## config.mk

```make
export PLATFORM = sky130hd
export DESIGN_NAME = stats_snap_bank
export DESIGN_NICKNAME = d
export VERILOG_FILES = /design/src/rtl/stats_bank_pkg.sv /design/src/rtl/stats_live_ctr.sv /design/src/rtl/stats_wrap_flags.sv /design/src/rtl/stats_snap_bank.sv
export SDC_FILE = /design/constraint.sdc
export NUM_CORES = 2
export LEC_CHECK = 0
export ABC_AREA = 1
export BUFFER_PORTS_ARGS = -buffer_cell sky130_fd_sc_hd__buf_2
export CAP_MARGIN = 20
export CORE_MARGIN = 1.5
export CORE_UTILIZATION = 55
export CTS_BUF_LIST = sky130_fd_sc_hd__clkbuf_8
export CTS_CLUSTER_SIZE = 24
export DETAILED_ROUTE_END_ITERATION = 10
export PLACE_DENSITY = 0.78
export SLEW_MARGIN = 10
export SYNTH_ARGS = -nofsm -noshare
export SYNTH_HDL_FRONTEND = slang
export SYNTH_SLANG_ARGS = --single-unit
```

## constraint.sdc

```tcl
create_clock -name clk -period 2.2 [get_ports clk]
set_input_delay 0.44 -clock clk [delete_from_list [all_inputs] [get_ports clk]]
set_output_delay 0.44 -clock clk [all_outputs]
set_load 0.05 [all_outputs]
```

## src/rtl/stats_bank_pkg.sv

```systemverilog
`timescale 1ns/1ps
package stats_bank_pkg;

    localparam int REG_W      = 16;
    localparam int ROLL_WORDS = 4;
    localparam int EXT_W      = 48;

    // Select one 16-bit word of a zero-extended counter value
    function automatic logic [REG_W-1:0] cnt_word(input logic [EXT_W-1:0] v,
                                                  input logic [1:0] w);
        case (w)
            2'd0:    return v[15:0];
            2'd1:    return v[31:16];
            2'd2:    return {8'h00, v[39:32]};
            default: return '0;
        endcase
    endfunction

endpackage

```

## src/rtl/stats_live_ctr.sv

```systemverilog
`timescale 1ns/1ps
module stats_live_ctr #(
    parameter int CNT_W    = 40,
    parameter int INC_W    = 16,
    parameter bit IS_OCTET = 1'b0
) (
    input  logic             clk,
    input  logic             rst_n,
    input  logic             clr,
    input  logic             evt,
    input  logic [INC_W-1:0] bytes,
    output logic [CNT_W-1:0] cnt_q,
    output logic             wrap
);

    localparam int SUM_W = ((CNT_W > INC_W) ? CNT_W : INC_W) + 1;

    typedef struct packed {
        logic [CNT_W-1:0] cnt;
    } ctr_st_t;

    ctr_st_t          st_d, st_q;
    logic [SUM_W-1:0] inc_d;
    logic [SUM_W-1:0] sum_d;

    always_comb begin
        st_d  = st_q;
        wrap  = 1'b0;
        inc_d = IS_OCTET ? SUM_W'(bytes) : SUM_W'(1);
        sum_d = SUM_W'(st_q.cnt) + inc_d;
        if (clr) begin
            st_d.cnt = '0;
        end else if (evt) begin
            st_d.cnt = sum_d[CNT_W-1:0];
            wrap     = |(sum_d >> CNT_W);
        end
    end

    always_ff @(posedge clk) begin
        if (!rst_n) st_q <= '0;
        else        st_q <= st_d;
    end

    assign cnt_q = st_q.cnt;

    AST_IDLE_HOLDS: assert property (@(posedge clk) disable iff (!rst_n)
        (!clr && !evt) |=> $stable(cnt_q));
    AST_CLEAR_ZEROES: assert property (@(posedge clk) disable iff (!rst_n)
        clr |=> (cnt_q == '0));

    generate
        if (!IS_OCTET) begin : g_unit
            AST_UNIT_WRAP_ZERO: assert property (@(posedge clk) disable iff (!rst_n)
                wrap |=> (cnt_q == '0));
        end
    endgenerate

endmodule

```

## src/rtl/stats_wrap_flags.sv

```systemverilog
`timescale 1ns/1ps
module stats_wrap_flags #(
    parameter int NUM_CNT = 8,
    parameter int RW      = 4
) (
    input  logic                 clk,
    input  logic                 rst_n,
    input  logic                 clr,
    input  logic [NUM_CNT-1:0]   wrap,
    input  logic [RW-1:0]        rd_word,
    output logic [RW*16-1:0]     flags_q
);

    localparam int FW = RW * 16;

    typedef struct packed {
        logic [FW-1:0] f;
    } flag_st_t;

    flag_st_t      st_d, st_q;
    logic [FW-1:0] rd_mask;

    always_comb begin
        rd_mask = '0;
        for (int k = 0; k < RW; k++) begin
            if (rd_word[k]) rd_mask[k*16 +: 16] = '1;
        end
        st_d = st_q;
        if (clr) st_d.f = '0;
        else     st_d.f = (st_q.f & ~rd_mask) | FW'(wrap);
    end

    always_ff @(posedge clk) begin
        if (!rst_n) st_q <= '0;
        else        st_q <= st_d;
    end

    assign flags_q = st_q.f;

    AST_WRAP_STICKS: assert property (@(posedge clk) disable iff (!rst_n)
        (|wrap) |=> ((flags_q[NUM_CNT-1:0] & $past(wrap)) == $past(wrap)));
    AST_CLEAR_FLAGS: assert property (@(posedge clk) disable iff (!rst_n)
        clr |=> (flags_q == '0));

    generate
        for (genvar k = 0; k < RW; k++) begin : g_word
            AST_READ_CLEARS: assert property (@(posedge clk) disable iff (!rst_n)
                (rd_word[k] && !clr && (wrap == '0)) |=> (flags_q[k*16 +: 16] == '0));
        end
    endgenerate

endmodule

```

## src/rtl/stats_snap_bank.sv

```systemverilog
`timescale 1ns/1ps
module stats_snap_bank
    import stats_bank_pkg::*;
#(
    parameter int          NUM_CNT    = 8,
    parameter int          CNT_W      = 40,
    parameter int          INC_W      = 16,
    parameter int          ADDR_W     = 8,
    parameter logic [63:0] OCTET_MASK = 64'h1,
    parameter int          CTRL_ADDR  = 0,
    parameter int          ROLL_BASE  = 4,
    parameter int          CNT_BASE   = 64
) (
    input  logic                              clk,
    input  logic                              rst_n,
    input  logic [NUM_CNT-1:0]                evt_valid,
    input  logic [NUM_CNT-1:0][INC_W-1:0]     evt_bytes,
    input  logic                              reg_wr,
    input  logic                              reg_rd,
    input  logic [ADDR_W-1:0]                 reg_addr,
    input  logic [REG_W-1:0]                  reg_wdata,
    output logic [REG_W-1:0]                  reg_rdata
);

    localparam int FW    = ROLL_WORDS * 16;
    localparam int IDX_W = ADDR_W - 2;

    typedef struct packed {
        logic [NUM_CNT-1:0][CNT_W-1:0] shadow;
        logic [REG_W-1:0]              rdata;
    } bank_st_t;

    bank_st_t                      st_d, st_q;
    logic [NUM_CNT-1:0][CNT_W-1:0] live;
    logic [NUM_CNT-1:0]            wrap_v;
    logic [FW-1:0]                 flags;
    logic [ROLL_WORDS-1:0]         rd_word;
    logic                          ctrl_hit, clr_cmd, snap_cmd;
    logic [ADDR_W-1:0]             cnt_off;
    logic [IDX_W-1:0]              cnt_idx;
    logic [1:0]                    cnt_wsel;
    logic                          cnt_hit;
    logic [CNT_W-1:0]              cnt_sel;
    logic                          unused_wdata;

    assign unused_wdata = ^reg_wdata[REG_W-1:2];

    // Command and address decode
    always_comb begin
        ctrl_hit = reg_wr && (reg_addr == ADDR_W'(CTRL_ADDR));
        clr_cmd  = ctrl_hit && reg_wdata[1];
        snap_cmd = ctrl_hit && reg_wdata[0] && !reg_wdata[1];
        for (int k = 0; k < ROLL_WORDS; k++) begin
            rd_word[k] = reg_rd && (reg_addr == ADDR_W'(ROLL_BASE + k));
        end
        cnt_off  = reg_addr - ADDR_W'(CNT_BASE);
        cnt_idx  = cnt_off[ADDR_W-1:2];
        cnt_wsel = cnt_off[1:0];
        cnt_hit  = (reg_addr >= ADDR_W'(CNT_BASE)) && (32'(cnt_idx) < NUM_CNT);
        cnt_sel  = '0;
        for (int i = 0; i < NUM_CNT; i++) begin
            if (32'(cnt_idx) == i) cnt_sel = st_q.shadow[i];
        end
    end

    // Live counters, one per event
    generate
        for (genvar i = 0; i < NUM_CNT; i++) begin : g_ctr
            stats_live_ctr #(
                .CNT_W    (CNT_W),
                .INC_W    (INC_W),
                .IS_OCTET (OCTET_MASK[i])
            ) u_ctr (
                .clk   (clk),
                .rst_n (rst_n),
                .clr   (clr_cmd),
                .evt   (evt_valid[i]),
                .bytes (evt_bytes[i]),
                .cnt_q (live[i]),
                .wrap  (wrap_v[i])
            );
        end
    endgenerate

    stats_wrap_flags #(
        .NUM_CNT (NUM_CNT),
        .RW      (ROLL_WORDS)
    ) u_flags (
        .clk     (clk),
        .rst_n   (rst_n),
        .clr     (clr_cmd),
        .wrap    (wrap_v),
        .rd_word (rd_word),
        .flags_q (flags)
    );

    // Shadow copy and read port
    always_comb begin
        st_d = st_q;
        if (clr_cmd)       st_d.shadow = '0;
        else if (snap_cmd) st_d.shadow = live;
        if (reg_rd) begin
            st_d.rdata = '0;
            for (int k = 0; k < ROLL_WORDS; k++) begin
                if (rd_word[k]) st_d.rdata = flags[k*16 +: 16];
            end
            if (cnt_hit) st_d.rdata = cnt_word(EXT_W'(cnt_sel), cnt_wsel);
        end
    end

    always_ff @(posedge clk) begin
        if (!rst_n) st_q <= '0;
        else        st_q <= st_d;
    end

    assign reg_rdata = st_q.rdata;

    AST_SNAP_COPIES: assert property (@(posedge clk) disable iff (!rst_n)
        snap_cmd |=> (st_q.shadow == $past(live)));
    AST_SHADOW_FROZEN: assert property (@(posedge clk) disable iff (!rst_n)
        (!snap_cmd && !clr_cmd) |=> $stable(st_q.shadow));
    AST_CLEAR_SHADOW: assert property (@(posedge clk) disable iff (!rst_n)
        clr_cmd |=> (st_q.shadow == '0));
    AST_RDATA_HOLDS: assert property (@(posedge clk) disable iff (!rst_n)
        !reg_rd |=> $stable(reg_rdata));

endmodule

```

## After elaboration in Yosys (flattened, before gate mapping)

Index checks and enable logic that the tools add are counted.

- Register bits: 720
- Output and inout bits: 16

- Add/subtract/negate cells: 9
- $lt $le $gt $ge: 2
- Equal/unequal tests: 13
- Muxes and demuxes: 34
- Bitwise operators: 4
- Reduce and logical (&&, ||, !) cells: 14

Operator list:

| operator | number |
|---|---|
| 40-bit 2-to-1 mux | 8 |
| 40-bit by 1-bit adder with 41-bit output (second input constant) | 7 |
| 16-bit 2-to-1 mux | 9 |
| 64-bit AND | 1 |
| 64-bit inverter | 1 |
| 64-bit by 8-bit OR with 64-bit output | 1 |
| 16-bit one-hot mux with 3 select lines | 1 |
| 40-bit by 16-bit adder with 41-bit output | 1 |
| 8-bit by 3-bit equality test with 1-bit output (second input constant) | 4 |
| 6-bit by 3-bit equality test with 1-bit output (second input constant) | 4 |
| 1-bit 2-to-1 mux | 16 |
| 6-bit by 2-bit equality test with 1-bit output (second input constant) | 2 |
| 1-bit logical AND | 9 |
| 8-bit by 7-bit greater-or-equal comparator with 1-bit output (second input constant) | 1 |
| 8-bit zero test | 1 |
| 8-bit by 7-bit subtractor with 8-bit output (second input constant) | 1 |
| 6-bit by 1-bit equality test with 1-bit output (second input constant) | 1 |
| 6-bit zero test | 1 |
| 6-bit by 4-bit less-than comparator with 1-bit output (second input constant) | 1 |
| 2-bit by 1-bit equality test with 1-bit output (second input constant) | 1 |
| 2-bit equality test (second input constant) | 1 |
| 2-bit zero test | 1 |
| 2-bit OR reduction | 1 |
| 1-bit zero test | 1 |
| 1-bit inverter | 1 |

## Longest topological paths before layout

- Word-level depth: 12
- Gate-level depth with buffers: 16

## Hierarchy

A second synthesis with hierarchy kept.

- Cell total of the unflattened synthesis: 5,566
- Area, all modules: 36,547.6 um^2

Modules (own cells, without submodules):

| module | times used | cells an instance | area an instance (um^2) |
|---|---|---|---|
| stats_snap_bank | 1 | 2,240 | 15,741.3 |
| stats_live_ctr at g_ctr[1].u_ctr ... | 7 | 367 | 2,240.9 |
| stats_live_ctr at g_ctr[0].u_ctr | 1 | 541 | 3,190.6 |
| stats_wrap_flags | 1 | 216 | 1,929.4 |

## Worst setup path after synthesis

Ideal clock, no wire load.

- Path type: input to register
- Start: input evt_bytes[0] (netlist bit)
- End: register g_ctr[0].u_ctr.st_q, in the netlist g_ctr[0].u_ctr.cnt_q[12]
- Arrival time: 2,155 ps
- Required time: 2,085 ps
- Path slack: -71 ps
- Stages: 12
- Buffers on the path: 0
- Path through: ha_1 > fa_1 > nand3_1 > nand2_1 > nand2_1 > nand3_1 > a21boi_0 > o21ai_0 > nand2_1 > nand2_1 > o21ai_0 > inv_1

- Longest elaborated chain between the ends: 1

RTL lines:

| item | RTL line | text |
|---|---|---|
| start: declaration | stats_snap_bank.sv:17 | `input logic [NUM_CNT-1:0][INC_W-1:0] evt_bytes,` |
| 40-bit by 16-bit adder with 41-bit output | stats_live_ctr.sv:30 | `sum_d = SUM_W'(st_q.cnt) + inc_d;` |
| end signal: assignment | stats_live_ctr.sv:41 | `else st_q <= st_d;` |
| end: declaration | stats_live_ctr.sv:22 | `ctr_st_t st_d, st_q;` |

No other way between the ends.
A chain may end at the register's enable or synchronous reset.

## Final worst setup path

- Start: register g_ctr[0].u_ctr.st_q, in the netlist g_ctr[0].u_ctr.cnt_q[0]
- End: register g_ctr[0].u_ctr.st_q, in the netlist g_ctr[0].u_ctr.cnt_q[14]

- Longest elaborated chain between the ends: 1

RTL lines:

| item | RTL line |
|---|---|
| 40-bit by 16-bit adder with 41-bit output | stats_live_ctr.sv:30 |

No other way between the ends.

==> impl_results.md <==
- Filler Cells Inserted: roughly 5500
- FMAX: 481 MHz
- Final HPWL DP: about 80 mm
- Dominant synthesized flop cell: dfxtp_1
- Clk Latency, worst-skew pair: roughly 0.76 ns
- Global-route wire length before repair: between 150 and 200 mm
- Unrepaired setup endpoints after global routing: yes
- CTS tree: done
- Drt pass-1 iters: 6
- Synth Warn #: 0
- Die footprint: between 0.06 and 0.07 mm^2
- CP endpoint kind: register
- Final setup fails: 0
- Setup crit start kind: register
- Status: completed
- CTS sink count: 720
- Slew Viols, Final: 0
- Max-slew headroom: 0.568
- Area Growth Syn to Fin: 16.6%
- Final Hold Viols: 0
- Syn_nets: ~5000
- NumNets Final: between 5000 and 6000
- Initial Util: 0.555
- Synthesized instance count: a little under 5000
- Post-Route Skew: ~0.05 ns
- DR vias: ~34000
- Final Util: 0.647
- #FFs+latches synth: 720
- Peak VDD IR: 508 uV
- Post-Layout Inst Area: between 0.03 and 0.04 mm^2
- Antenna-violating nets left: 0
- Wirelength per Cell: 18.4 um
- Vias/cell: between 5 and 6
- Synth async-reset ratio: 0
- Leakage: around 15 nW
- Final worst-path cycle share: 0.945
- Vias in the first global route: 30900
- Antenna violations before repair: 4
- Chip Height: between 200 and 250 um
- Initial DRC count: between 4000 and 5000
- Register area share after synthesis: 0.432
- Num rows: 90
- Actual slew at the worst max-slew pin: approximately 0.64 ns
- Ports: 180
- CP Class: reg -> reg
- Post-synth EDFFs: 0
- Min Clock Period, post-route: 2.08 ns
- Root Driver: clkbuf_8
- Synth unique cells: 46
- Clock Pin Slew Worst Setup and Hold Paths: 0.07 ns
- Gr ovfl total: 0
- Post-synthesis cell area: around 0.033 mm^2
- Worst-path maximum fanout: 3
- Setup TNS: 0 ns
- DRC viols: 0
- Required @ worst endpoint: 2.82 ns
- Total of max-cap violations: 0
- PwrDens: roughly 680 mW/mm^2
- WL final: roughly 110 mm
- CTS buffer count: 115
- GP Congestion: 1.14
- Critical Path AT: 2.70 ns
- GRT Util Overall: 0.344
- Worst min path class: in -> reg
- H-tree Lvls: 3
- Largest net degree at the start of global routing: 83
- Core area: between 0.06 and 0.07 mm^2
- Width of the die: between 200 and 250 um
- Syn Area/Cell: ~6.9 um^2
- Clock Path Buffers: 3
- IO Port Bufs: 53
- Placed instance area: about 0.036 mm^2
- Layout cell share with drive strength beyond 1: 0.118
==> kinds of logic after synthesis <==
family	after synthesis	share of synthesized area
multiplexers	1	0.000300
AND/OR/NAND/NOR	2140	0.274
XOR/XNOR	93	0.0244
flip-flops	720	0.432
adder cells (fa/ha/maj)	24	0.00923
AO/OA/AOI/OAI	1060	0.167
buffers and inverters	769	0.0930
==> cell type report <==
type / instances / area (um^2) / share of cell area
sequential: 720 / 14400 / 0.371
clock buffer: 143 / 1970 / 0.0506
timing repair buffer: 357 / 3080 / 0.0791
multi-input combinational: 3318 / 16000 / 0.412
antenna: 1 / 2.50 / 0.0000643
clock inverter: 69 / 379 / 0.00974
tap: 782 / 978 / 0.0251
inverter: 542 / 2040 / 0.0525
==> cells in the mapped netlist (41+ instances only) <==
cell      instances  area share
a21oi_1         477       0.072
inv_1           526       0.059
nor2_1          678       0.076
nand2_1         845       0.095
o21ai_0         444       0.067
dfxtp_1         720        0.43
buf_2           100       0.015
nor3_1          189       0.028
xor2_1           70       0.018
nor4_1           41      0.0077
nand3_1         220       0.033
nand4_1         119       0.022
clkbuf_1        101       0.011
==> registers in the layout, summed over array words and instances (netlist names) <==
signal             cells
u_flags.flags_q       64
reg_rdata             16
g_ctr.u_ctr.cnt_q    320
st_q                 320
==> power by group <==
| group | switching [mW] | leakage (nW) | internal (mW) |
|---|---|---|---|
| combinational | 0.951 | 8.26 | 0.578 |
| clock | 5.55 | 1.37 | 6.11 |
| sequential | 0.0599 | 5.81 | 13.1 |
| total | 6.56 | 15.4 | 19.8 |
==> worst max-delay path: stages, from the launching register on <==
cell and delay [ns]:
dfxtp_1 0.31, ha_2 0.19, fa_2 0.39, nand3_1 0.07, nand2_1 0.08, nand2_1 0.08, nand3_2 0.10, buf_4 0.17
a21boi_4 0.17, buf_4 0.15, o21ai_0 0.09, nand2_1 0.08, a31oi_1 0.07
==> stage by stage <==
stage / setup slack, ns / cells / power [mW] / hold slack (ns)
2_1_floorplan: 0.0384 / 4807 / 14.3 / 0.419
3_3_place_gp: -0.400 / 5716 / 14.9 / 0.429
3_5_place_dp: -0.379 / 5716 / 14.9 / 0.431
4_1_cts: 0.00771 / 5930 / 26.4 / 0.0451
5_1_grt: -0.0174 / 5931 / 27.2 / 0.0825
6_report: 0.122 / 5932 / 26.4 / 0.0762
==> repair_timing <==
action	4_1_cts	5_1_grt
endpoints found under the hold margin	3	0
buffers inserted	0	1
endpoints found under the setup margin	2	40
resized for setup	2	52
pin swaps	0	5
cloned	0	0
hold buffers	2	0
==> worst paths after layout <==
check,start,end,slack (ns),cells past startpoint
hold reg to reg,u_flags.flags_q[32],u_flags.flags_q[32],0.44,2
setup reg to reg,g_ctr[0].u_ctr.cnt_q[0],g_ctr[0].u_ctr.cnt_q[14],0.12,12
setup / recovery,g_ctr[0].u_ctr.cnt_q[0],g_ctr[0].u_ctr.cnt_q[14],0.12,12
hold / removal,evt_valid[1],g_ctr[1].u_ctr.cnt_q[18],0.08,3
==> layer usage <==
layer | up-vias | routed length, um | track usage
met5 | - | 23 | 0
met4 | 4 | 5150 | 0.151
met3 | 305 | 11100 | 0.0716
met2 | 1731 | 45600 | 0.506
met1 | 15500 | 47100 | 0.486
li1 | 16300 | - | -
==> cells in the final DEF, fill, tap and decap left out, types with 4 or more instances in the layout <==
cell type	netlist	layout
nand2_1	845	841
dfxtp_1	720	716
nor2_1	678	661
inv_1	526	567
a21oi_1	477	472
o21ai_0	444	439
buf_4	24	260
nand3_1	220	215
nor3_1	189	182
clkbuf_8	0	143
nand4_1	119	119
xor2_1	70	70
buf_2	100	53
buf_12	0	42
nor4_1	41	39
a211oi_1	38	38
o21ai_1	31	35
xnor2_1	23	23
ha_1	23	21
nor2_2	4	19
o21a_1	19	19
o211ai_1	16	16
clkinv_2	0	16
inv_2	13	12
o21bai_1	12	12
nor3b_1	11	10
nand3b_1	9	9
nand3_2	3	8
a31oi_1	8	8
nor3_2	3	8
nor2_4	3	5
and3_1	5	5
a21oi_2	0	5
nand2_2	1	4
o2111ai_1	4	4
or2_2	4	4
inv_6	0	4
clkinvlp_4	0	4
dfxtp_2	0	4
Note: power is estimated with default switching activity, not from simulation.
